===== src/rtl/swp_pkg.sv =====
package swp_pkg;
  // indices into the code-pattern table
  localparam int PAT_OPEN   = 0;  // first step of both codes
  localparam int PAT_SECOND = 1;
  localparam int PAT_UNLOCK = 2;
  localparam int PAT_ERASE  = 3;
  localparam int PAT_FINAL  = 4;
  localparam int NPAT       = 5;

  typedef enum logic [2:0] {
    ST_IDLE = 3'd0,
    ST_K1   = 3'd1,  // open step seen
    ST_K2   = 3'd2,  // second step seen
    ST_E3   = 3'd3,  // erase marker seen
    ST_E4   = 3'd4,  // repeated open seen
    ST_E5   = 3'd5   // repeated second seen
  } swp_step_e;
endpackage


===== src/rtl/swp_match.sv =====
module swp_match #(
  parameter int ADDR_W = 15,
  parameter int DATA_W = 8,
  parameter int NPAT   = 5,
  parameter logic [NPAT*ADDR_W-1:0] PAT_ADDR = '0,
  parameter logic [NPAT*DATA_W-1:0] PAT_DATA = '0
) (
  input  logic [ADDR_W-1:0] addr,
  input  logic [DATA_W-1:0] data,
  output logic [NPAT-1:0]   hit
);
  for (genvar g = 0; g < NPAT; g++) begin : g_pat
    assign hit[g] = (addr == PAT_ADDR[g*ADDR_W +: ADDR_W]) &&
                    (data == PAT_DATA[g*DATA_W +: DATA_W]);
  end
endmodule


===== src/rtl/swp_seq.sv =====
module swp_seq
  import swp_pkg::*;
(
  input  logic            clk,
  input  logic            rst,
  input  logic            ld_vld,
  input  logic [NPAT-1:0] hit,
  input  logic            prog_start,
  output logic            allow_d,
  output logic            sup_d,
  output logic            prot_q
);
  swp_step_e step_q, step_n;
  logic      win_q, win_n, prot_n, adv;

  always_comb begin
    step_n  = step_q;
    win_n   = win_q;
    prot_n  = prot_q;
    allow_d = 1'b0;
    sup_d   = 1'b0;
    adv     = 1'b0;
    if (ld_vld) begin
      if (win_q) begin
        allow_d = 1'b1;
        prot_n  = 1'b1;
      end else begin
        case (step_q)
          ST_IDLE: if (hit[PAT_OPEN])   begin step_n = ST_K1; adv = 1'b1; end
          ST_K1:   if (hit[PAT_SECOND]) begin step_n = ST_K2; adv = 1'b1; end
          ST_K2: begin
            if (hit[PAT_UNLOCK]) begin
              step_n = ST_IDLE;
              win_n  = 1'b1;
              adv    = 1'b1;
            end else if (hit[PAT_ERASE]) begin
              step_n = ST_E3;
              adv    = 1'b1;
            end
          end
          ST_E3:   if (hit[PAT_OPEN])   begin step_n = ST_E4; adv = 1'b1; end
          ST_E4:   if (hit[PAT_SECOND]) begin step_n = ST_E5; adv = 1'b1; end
          ST_E5: begin
            if (hit[PAT_FINAL]) begin
              step_n = ST_IDLE;
              prot_n = 1'b0;
              adv    = 1'b1;
            end
          end
          default: step_n = ST_IDLE;
        endcase
        if (adv) begin
          sup_d = 1'b1;
        end else if (hit[PAT_OPEN]) begin
          step_n = ST_K1;
          sup_d  = 1'b1;
        end else begin
          step_n  = ST_IDLE;
          allow_d = ~prot_q;
        end
      end
    end
    if (prog_start) win_n = 1'b0;
  end

  always_ff @(posedge clk) begin
    if (rst) begin
      step_q <= ST_IDLE;
      win_q  <= 1'b0;
      prot_q <= 1'b0;
    end else begin
      step_q <= step_n;
      win_q  <= win_n;
      prot_q <= prot_n;
    end
  end
endmodule


===== src/rtl/swp_out.sv =====
module swp_out (
  input  logic clk,
  input  logic rst,
  input  logic ld_vld,
  input  logic allow_d,
  input  logic sup_d,
  output logic wr_allow,
  output logic cmd_sup
);
  always_ff @(posedge clk) begin
    if (rst) begin
      wr_allow <= 1'b0;
      cmd_sup  <= 1'b0;
    end else begin
      wr_allow <= ld_vld & allow_d;
      cmd_sup  <= ld_vld & sup_d;
    end
  end
endmodule


===== src/rtl/swp_guard.sv =====
module swp_guard
  import swp_pkg::*;
#(
  parameter int ADDR_W = 15,
  parameter int DATA_W = 8,
  parameter logic [ADDR_W-1:0] KEY_ADDR_A  = 'h5555,
  parameter logic [ADDR_W-1:0] KEY_ADDR_B  = 'h2AAA,
  parameter logic [DATA_W-1:0] OPEN_DATA   = 'hAA,
  parameter logic [DATA_W-1:0] SECOND_DATA = 'h55,
  parameter logic [DATA_W-1:0] UNLOCK_DATA = 'hA0,
  parameter logic [DATA_W-1:0] ERASE_DATA  = 'h80,
  parameter logic [DATA_W-1:0] FINAL_DATA  = 'h20
) (
  input  logic              clk,
  input  logic              rst,
  input  logic              ld_vld,
  input  logic [ADDR_W-1:0] ld_addr,
  input  logic [DATA_W-1:0] ld_data,
  input  logic              prog_start,
  output logic              prot_on,
  output logic              wr_allow,
  output logic              cmd_sup
);
  localparam logic [NPAT*ADDR_W-1:0] PAT_ADDR =
    {KEY_ADDR_A, KEY_ADDR_A, KEY_ADDR_A, KEY_ADDR_B, KEY_ADDR_A};
  localparam logic [NPAT*DATA_W-1:0] PAT_DATA =
    {FINAL_DATA, ERASE_DATA, UNLOCK_DATA, SECOND_DATA, OPEN_DATA};

  logic [NPAT-1:0] hit;
  logic            allow_d, sup_d;

  swp_match #(
    .ADDR_W(ADDR_W), .DATA_W(DATA_W), .NPAT(NPAT),
    .PAT_ADDR(PAT_ADDR), .PAT_DATA(PAT_DATA)
  ) u_match (
    .addr(ld_addr), .data(ld_data), .hit(hit)
  );

  swp_seq u_seq (
    .clk(clk), .rst(rst), .ld_vld(ld_vld), .hit(hit),
    .prog_start(prog_start), .allow_d(allow_d), .sup_d(sup_d),
    .prot_q(prot_on)
  );

  swp_out u_out (
    .clk(clk), .rst(rst), .ld_vld(ld_vld), .allow_d(allow_d),
    .sup_d(sup_d), .wr_allow(wr_allow), .cmd_sup(cmd_sup)
  );
endmodule


===== config.mk =====
export PLATFORM = sky130hd
export DESIGN_NAME = swp_guard
export DESIGN_NICKNAME = d
export VERILOG_FILES = /design/src/rtl/swp_pkg.sv /design/src/rtl/swp_match.sv /design/src/rtl/swp_seq.sv /design/src/rtl/swp_out.sv /design/src/rtl/swp_guard.sv
export SDC_FILE = /design/constraint.sdc
export NUM_CORES = 1
export LEC_CHECK = 0
export ABC_CLOCK_PERIOD_IN_PS = 4800
export BUFFER_PORTS_ARGS = -buffer_cell sky130_fd_sc_hd__buf_2
export CAP_MARGIN = 30
export CORE_AREA = 4 4 41 43
export CTS_BUF_LIST = sky130_fd_sc_hd__clkbuf_8
export DETAILED_ROUTE_END_ITERATION = 8
export DIE_AREA = 0 0 45 47
export PLACE_DENSITY = 0.81
export SLEW_MARGIN = 5
export SYNTH_ARGS = -nofsm -noshare
export SYNTH_HDL_FRONTEND = slang
export SYNTH_SLANG_ARGS = --single-unit

===== constraint.sdc =====
create_clock -name clk -period 4.8 [get_ports clk]
set_input_delay 0.48 -clock clk [delete_from_list [all_inputs] [get_ports clk]]
set_output_delay 0.48 -clock clk [all_outputs]
set_load 0.03 [all_outputs]

# == After elaboration in Yosys (flattened, before gate mapping) ==
# Cells that the tools add are included.
# op_classes
magnitude_cmp,0
mux,31
div_mod_pow,0
n_eq_ne,18
mul,0
addsub,0
n_shift,0
n_reduce_logical,13
bitwise,4
# op_table
operator,count
$eq 8x8->1 const B,3
$mux 3,8
$mux 1,21
$pmux 3 s6,1
$eq 15x14->1 const B,1
$eq 15x15->1 const B,1
$ne 3x3->1 const B,5
$eq 8x6->1 const B,1
$eq 8x7->1 const B,1
$reduce_and 8->1,1
$eq 3x2->1 const B,2
$eq 3x3->1 const B,2
$reduce_or 2->1,3
$logic_and 1x1->1,5
$ne 4x4->1 const B,1
$pmux 1 s4,1
$reduce_bool 2->1,2
$eq 3x1->1 const B,1
$logic_not 3->1,1
$reduce_and 3->1,1
$and 1x1->1,2
$not 1->1,2
# word_totals
mem_count,0
romBits,0
ram_bits,0
elab_cells,71
latch_bits,0
output_inout_bits,3
register_bits,7
input_bits,27

# == Longest topological paths before layout ==
# Gate-level depths: netlist of run 1.
# logic_depth
word_depth,11
depth_mapped,7
mapped_depth_nobuf,6

# == Hierarchy ==
# Synthesis of run 1 repeated with hierarchy kept, for this count alone.
# hier_totals
cells_unflattened,73
hier_area_um2,619.3
# by_module_without_submodules
mod,instances,area_per_inst_um2,cells_per_inst,seq_area_each_um2
swp_seq,1,357.8,44,100.1
swp_match,1,203.9,25,0.0
swp_out,1,57.6,4,40.0

# == Worst setup path before layout of run 1 ==
# OpenSTA, ideal clock, no wires.
# synth_timing
path_type,input port to flip-flop
startpoint,in ld_addr[5]
endpoint,reg u_seq.step_q[0]
arrival_time_ns,1.729
path_slack_ns,2.970
cell_stages,6
path_buffers,0
setup_ns,0.101
required_ns,4.699
path_cell_list,nand4bb_4 > nor4_4 > nand4_1 > or4b_1 > a21o_1 > o41ai_1
# synth_between
elab_chain_len,9
elab_cells_between_ends,26
cone_classes,eq/ne: 8; mux: 12; reduce/logical: 6
# synth_lines
item,line,source
from (decl),swp_guard.sv:17,"input logic [ADDR_W-1:0] ld_addr,"
$eq 15x15->1,swp_match.sv:13,assign hit[g] = (addr == PAT_ADDR[g*ADDR_W +: ADDR_W]) &&
$logic_and 1x1->1,swp_match.sv:13,
$mux 1,swp_seq.sv:36,end else if (hit[PAT_ERASE]) begin
$mux 1,swp_seq.sv:32,if (hit[PAT_UNLOCK]) begin
$pmux 1 s4,swp_seq.sv:28,case (step_q)
$mux 1,swp_seq.sv:24,if (win_q) begin
$mux 1,swp_seq.sv:23,if (ld_vld) begin
$ne 4x4->1 (no source line) or $ne 3x3->1 (tied branches),--,
$reduce_and 8->1 (no source line),--,
to (signal assigned),swp_seq.sv:72,step_q <= step_n;
to (decl),swp_seq.sv:13,"swp_step_e step_q, step_n;"
# Several ways; a longest one is shown, not always the timed one. The select of a mux whose other input is x is not followed.
# A chain may end at the register's enable or synchronous reset.

# == Final worst setup path of run 1 ==
# Same ends and word-level chain as after synthesis.

==> results of run 1 <==
## worst max-delay path: stages
cell	delay (ns)
buf_2	0.10
nand4bb_4	0.22
nor4_4	0.19
nand4_1	0.18
or4b_1	0.52
a21o_1	0.19
o41ai_1	0.05
## registers in the layout, summed over array words and instances, names as in the netlist
register	flops
u_out.cmd_sup	1
u_out.wr_allow	1
u_seq.prot_q	1
u_seq.step_q	3
u_seq.win_q	1
## cell families after synthesis
family	share of synthesized area
AOI/OAI and AO/OA	0.140
xor gates and xnor gates	0.0279
buffers and inverters	0.0319
DFF	0.224
and+or+nand+nor	0.577
## worst min path at each step
stage,end,cells after the start
finish,u_seq.win_q,2
global route,u_seq.win_q,2
CTS,u_seq.win_q,2
detailed placement,u_seq.prot_q,2
global placement,u_seq.prot_q,2
floorplan,u_seq.prot_q,2
## per-layer routing
metal,vias to the layer above,wire (microns),part of all wire
li1,345,-,-
met1,323,664,0.42
met2,23,800,0.50
met3,0,120,0.076
met4,0,0,0
met5,-,0,0
## synthesized netlist by cell type (2+ instances only)
cell	count	area, sq um
nor2_1	2	7.51
nor3_1	4	20.0
nand3_1	4	20.0
and3_2	2	15.0
dfxtp_1	7	140
nor4bb_1	2	20.0
o21ai_0	3	15.0
a21oi_1	2	10.0
nand4_1	3	18.8
xor2_1	2	17.5
nand3b_1	2	15.0
clkbuf_1	2	7.51
and4bb_2	3	37.5
nor4_4	2	42.5
nor3b_1	5	37.5
nand2_1	6	22.5
## metrics by stage
| stage | utilization | std cells | area (sq um) | power [W] |
|---|---|---|---|---|
| 6_report | 0.630 | 116 | 820 | 0.000164 |
| 3_5_place_dp | 0.595 | 112 | 774 | 0.0000864 |
| 5_1_grt | 0.630 | 116 | 820 | 0.000173 |
| 3_3_place_gp | 0.595 | 112 | 774 | 0.0000855 |
| 4_1_cts | 0.630 | 116 | 820 | 0.000167 |
| 2_1_floorplan | - | 72 | 627 | 0.0000699 |
## power by group through the flow
stage	Combinational [W]	Clock (W)	Sequential [W]
final	0.0000265	0.0000785	0.0000590
after global routing	0.0000288	0.0000853	0.0000589
after CTS	0.0000266	0.0000811	0.0000590
after detailed placement	0.0000265	0	0.0000599
after global placement	0.0000256	0	0.0000599
after floorplan	0.00000909	0	0.0000609
## layout make-up
| type | count | area share |
|---|---|---|
| Timing Repair Buffer | 29 | 0.177 |
| Clock buffer | 3 | 0.0504 |
| Multi-Input combinational cell | 60 | 0.569 |
| Clock inverter | 1 | 0.00458 |
| Tap cell | 15 | 0.0229 |
| Inverter | 1 | 0.00458 |
| Sequential cell | 7 | 0.171 |
==> impl_metrics.yaml, run 1 <==
timing:
  fin_setup_tns_ns: 0
  slew_headroom: 0.751
  final.setup.worst_slack_ns: 2.97
  rsz0062_at_grt: "false"
  tightestPinTransition_ns: 0.373
  fin_crit_ns: 1.83
  setup_viol: 0
  maxSlewViolCount: 0
  finalCritPeriodShare: 0.380
  hold_viol: 0
  clock.fmax_mhz: 548
  whs_ns: 0.428
  skew_ns: 0.00236
floorplan:
  initial_core_util: 0.482
  die_y_microns: 47
  row_count: 13
  die_x_microns: 45
  pin_count: 30
  fp.coreArea_sq_um: 1300
  dieArea_sq_um: 2120
critical_path:
  rr_worst_depth: 6
  r2r_end: "u_seq.step_q[0]"
  endpoint: "u_seq.step_q[0]"
  r2r_slack_ns: 3.09
  cp_data_arrival_time_ns: 1.94
  r2r-start: "u_seq.step_q[1]"
  crit_path_end_kind: "flip-flop"
  crit_fanout: 4
  crit_required_ns: 4.92
  critPathKind: "input pin to flip-flop"
  crit_start: "ld_addr[5]"
  cp-start-kind: "input pin"
cts:
  clkSlewWorstSetupHoldPaths_ns: 0.04
  cts_buffer_depth: 2
  clkLatencyLatePin_ns: 0.22
  cts_buffers: 3
  cts_tree: "built"
  cts_setup_buffers: 0
  cts.htree.levels: 1
  cts_hold_buf: 0
  clock_sinks: 7
  cts_resized: 0
  cts_root_buf: "clkbuf_8"
routing:
  drcViolationCount: 0
  post_drt_wl_per_cell_microns: 13.7
  num_vias: 691
  route.final.wire_length_microns: 1590
  antenna_left: 0
  avgViaCountPerCell: 5.96
  drt_iter0_drc: 8
  drt-pass1-iter-count: 4
global_routing:
  grt_util_met3: 0.0651
  grt_use_total: 0.169
  grtUsageMet1: 0.195
  grt_start_max_net_pins: 12
  antenna_found_initial: 0
  grt-ovfl-total: 0
  grt_pass1_vias: 669
  grtUsageMet2: 0.302
  busiest_layer: "met2"
  grt_pass1_wl_microns: 2680
placement:
  routabilityCongestion: 0.735
  dp_slack_ns: 2.75
  portBuffers: 29
  hpwl_microns: 1360
hold_path:
  min_from: "prog_start"
  holdCritPathClass: "input pin to flip-flop"
power_and_ir_drop:
  power_frac_seq: 0.360
  internal-power_w: 0.000128
  p_comb_frac: 0.162
  p_per_area_nw_per_um2: 200
  clock_power_share: 0.479
  p_sw_frac: 0.222
  leakage_nw: 0.348
  netSwitchingPower_w: 0.0000365
  ir_drop_mv: 0.272
finish:
  layout_commonest_cell: "buf_2"
  drive_above_1_share: 0.426
  final-seq-area_sq_um: 140
  fillCellCount: 119
  n_antenna_cell: 0
  area_growth_pct: 30.7
  layout_common_cells: "buf_2, dfxtp_1, nand2_1, nor3b_1"
  fin_nets: 129
  multi_input_area_sq_um: 467
yosys:
  yosysWarnings: 0
  synthCells: 72
  syn_area_sq_um: 627
  yosysSeqAreaShare: 0.224
  ys.flop_type: "dfxtp_1"
  async_reset_ff_frac: 0
  ys_ff_latch: 7
  synth.avg_cell_area_sq_um: 8.71
  synth_edf_count: 0
  yosysUniqueCellTypes: 37
  syn_nets: 99
run:
  cap_violations: 0
status:
  status: "complete, no violations"
No activity file was read; power rests on OpenSTA's default activity.
==> run 2, diff against run 1 <==
--- a/config.mk
+++ b/config.mk
@@ -5,13 +5,14 @@
 export SDC_FILE = /design/constraint.sdc
 export NUM_CORES = 1
 export LEC_CHECK = 0
-export ABC_CLOCK_PERIOD_IN_PS = 4800
+export ABC_AREA = 1
+export ABC_CLOCK_PERIOD_IN_PS = 1800
 export BUFFER_PORTS_ARGS = -buffer_cell sky130_fd_sc_hd__buf_2
 export CAP_MARGIN = 30
-export CORE_AREA = 4 4 41 43
+export CORE_MARGIN = 4
+export CORE_UTILIZATION = 50
 export CTS_BUF_LIST = sky130_fd_sc_hd__clkbuf_8
 export DETAILED_ROUTE_END_ITERATION = 8
-export DIE_AREA = 0 0 45 47
 export PLACE_DENSITY = 0.81
 export SLEW_MARGIN = 5
 export SYNTH_ARGS = -nofsm -noshare
==> constraint.sdc (replaced) <==
create_clock -name clk -period 1.8 [get_ports clk]
set_input_delay 0.18 -clock clk [delete_from_list [all_inputs] [get_ports clk]]
set_output_delay 0.18 -clock clk [all_outputs]
set_load 0.03 [all_outputs]
==> run 2 against run 1 <==
  * Die area grew 11%
  * Worst setup slack worse by 2.6 ns
  * Register-to-register slack lost 2.7 ns
  * Non-clock buffer count did not move
  * Critical path depth is 3 higher
  * Cell count is 79% higher
  * Synthesized cell count increased by 120%
  * Sequential power grew to 2.8 times the previous value
  * Via count is 52% higher
  * Critical path type is now flip-flop to flip-flop
  * Critical endpoint unchanged
==> impl_metrics.yaml, run 2 <==
global_routing:
  grt_use_total: 0.180
  grt_start_max_net_pins: 9
  grt_pass1_vias: 905
  antenna_found_initial: 0
  grt-ovfl-total: 0
  grt_pass1_wl_microns: 3530
yosys:
  synth_top_area_cell: "nand2_1"
  yosys-top-cells-count: "nand2_1, nor2_1, inv_1"
  netlist_top_cells_area: "nand2_1, dfxtp_1, nor2_1"
  yosysUniqueCellTypes: 18
  synthCells: 159
  synth.most_common_cell: "nand2_1"
  ys_ff_latch: 7
  synth_edf_count: 0
  yosysTopAreaCellShare: 0.215
  ys.flop_type: "dfxtp_1"
  async_reset_ff_frac: 0
  synth.avg_cell_area_sq_um: 5.15
  syn_nets: 186
  syn_area_sq_um: 820
  yosysWarnings: 0
  yosysSeqAreaShare: 0.171
status:
  status: "complete, no violations"
routing:
  drcViolationCount: 0
  post_drt_wl_per_cell_microns: 10.2
  drt-pass1-iter-count: 4
  avgViaCountPerCell: 5.04
  drt_iter0_drc: 24
  num_vias: 1049
  antenna_left: 0
  route.final.wire_length_microns: 2130
finish:
  final_area_sq_um: 1030
  post-route-util: 0.676
  layout_commonest_cell: "nand2_1"
  area_growth_pct: 25.6
  drive_above_1_share: 0.245
  stdcell_count: 208
  regMostFlops: "u_seq.step_q"
  largest_reg_flops: 3
  fin_nets: 220
  layout_common_cells: "nand2_1, nor2_1, buf_2, inv_1, nand3_1"
  n_antenna_cell: 0
timing:
  rsz0062_at_grt: "false"
  maxSlewViolCount: 0
  hold_viol: 0
  setup_viol: 0
  whs_ns: 0.127
  fin_crit_ns: 1.38
  finalCritPeriodShare: 0.768
  fin_setup_tns_ns: 0
  skew_ns: 0.00315
  clock.fmax_mhz: 724
  slew_headroom: 0.798
  tightestPinTransition_ns: 0.303
cts:
  clkSlewWorstSetupHoldPaths_ns: 0.04
  cts_hold_buf: 0
  cts_setup_buffers: 0
  clkLatencyLatePin_ns: 0.22
  cts_tree: "built"
  cts_buffers: 3
  cts_root_buf: "clkbuf_8"
  cts_resized: 0
  clock_sinks: 7
  cts.htree.levels: 1
  cts_buffer_depth: 2
floorplan:
  fp.coreArea_sq_um: 1520
  dieArea_sq_um: 2350
  row_count: 14
  initial_core_util: 0.538
  die_x_microns: 48.5
  die_y_microns: 48.5
  pin_count: 30
power_and_ir_drop:
  p_per_area_nw_per_um2: 468
  ir_drop_mv: 0.666
  leakage_nw: 0.567
critical_path:
  crit_path_end_kind: "flip-flop"
  crit_required_ns: 1.92
  crit_fanout: 3
  cp-start-kind: "flip-flop"
  critPathKind: "flip-flop to flip-flop"
  cp_data_arrival_time_ns: 1.50
placement:
  portBuffers: 29
  placed_cell_area_sq_um: 985
  dpl.cell_count: 204
  hpwl_microns: 1800
  routabilityCongestion: 0.843
run:
  cap_violations: 0
hold_path:
  holdCritPathClass: "input pin to flip-flop"
[run 2: kinds of logic (layout without fill, tap and decap cells)]
group           count (synthesis)  in the layout  synth area share
compound gates                 12             12            0.0763
buf+inv                        32             65             0.147
flops                           7              7             0.171
simple gates                  108            108             0.606
[run 2: per-layer routing]
layer,up-vias,global-route usage,part of all wire
li1,565,-,-
met1,458,0.213,0.43
met2,26,0.317,0.50
met3,0,0.0583,0.062
met4,0,0.0269,0
met5,-,0,0
[run 2: stage by stage]
| step | setup slack, ns | power [W] |
|---|---|---|
| after floorplan | 0.580 | 0.000222 |
| after global placement | 0.476 | 0.000270 |
| after detailed placement | 0.425 | 0.000273 |
| after CTS | 0.428 | 0.000487 |
| after global routing | 0.290 | 0.000520 |
| final | 0.418 | 0.000482 |
[run 2: worst max-delay path: stages, from the launching register on]
cell and delay [ns]:
dfxtp_1 0.36, inv_2 0.05, or2_4 0.24, nand2_1 0.06
nor2_1 0.05, nand3_1 0.10, nand2_1 0.07, inv_2 0.06
nand4_1 0.12, nand3_1 0.11, nand2_1 0.04
[run 2: area by class of cell]
type / instances / area, sq um
fill: 150 / 494
clock buffer: 3 / 41.3
timing repair buffer: 29 / 145
inverter: 32 / 120
sequential: 7 / 140
tap: 16 / 20.0
multi-input combinational: 120 / 559
clock inverter: 1 / 3.75
[run 2: worst paths after layout]
kind / cells past startpoint / to / from / slack (ns)
max: 10 / u_seq.step_q[0] / u_seq.step_q[1] / 0.42
max reg2reg: 10 / u_seq.step_q[0] / u_seq.step_q[1] / 0.42
min: 2 / u_seq.win_q / prog_start / 0.13
min reg2reg: 2 / u_out.wr_allow / u_seq.win_q / 0.48
[run 2: power by group]
part / internal [W] / switching [W] / total (W)
registers: 0.000159 / 0.00000410 / 0.000163
clock network: 0.000147 / 0.0000625 / 0.000209
logic: 0.0000427 / 0.0000662 / 0.000109
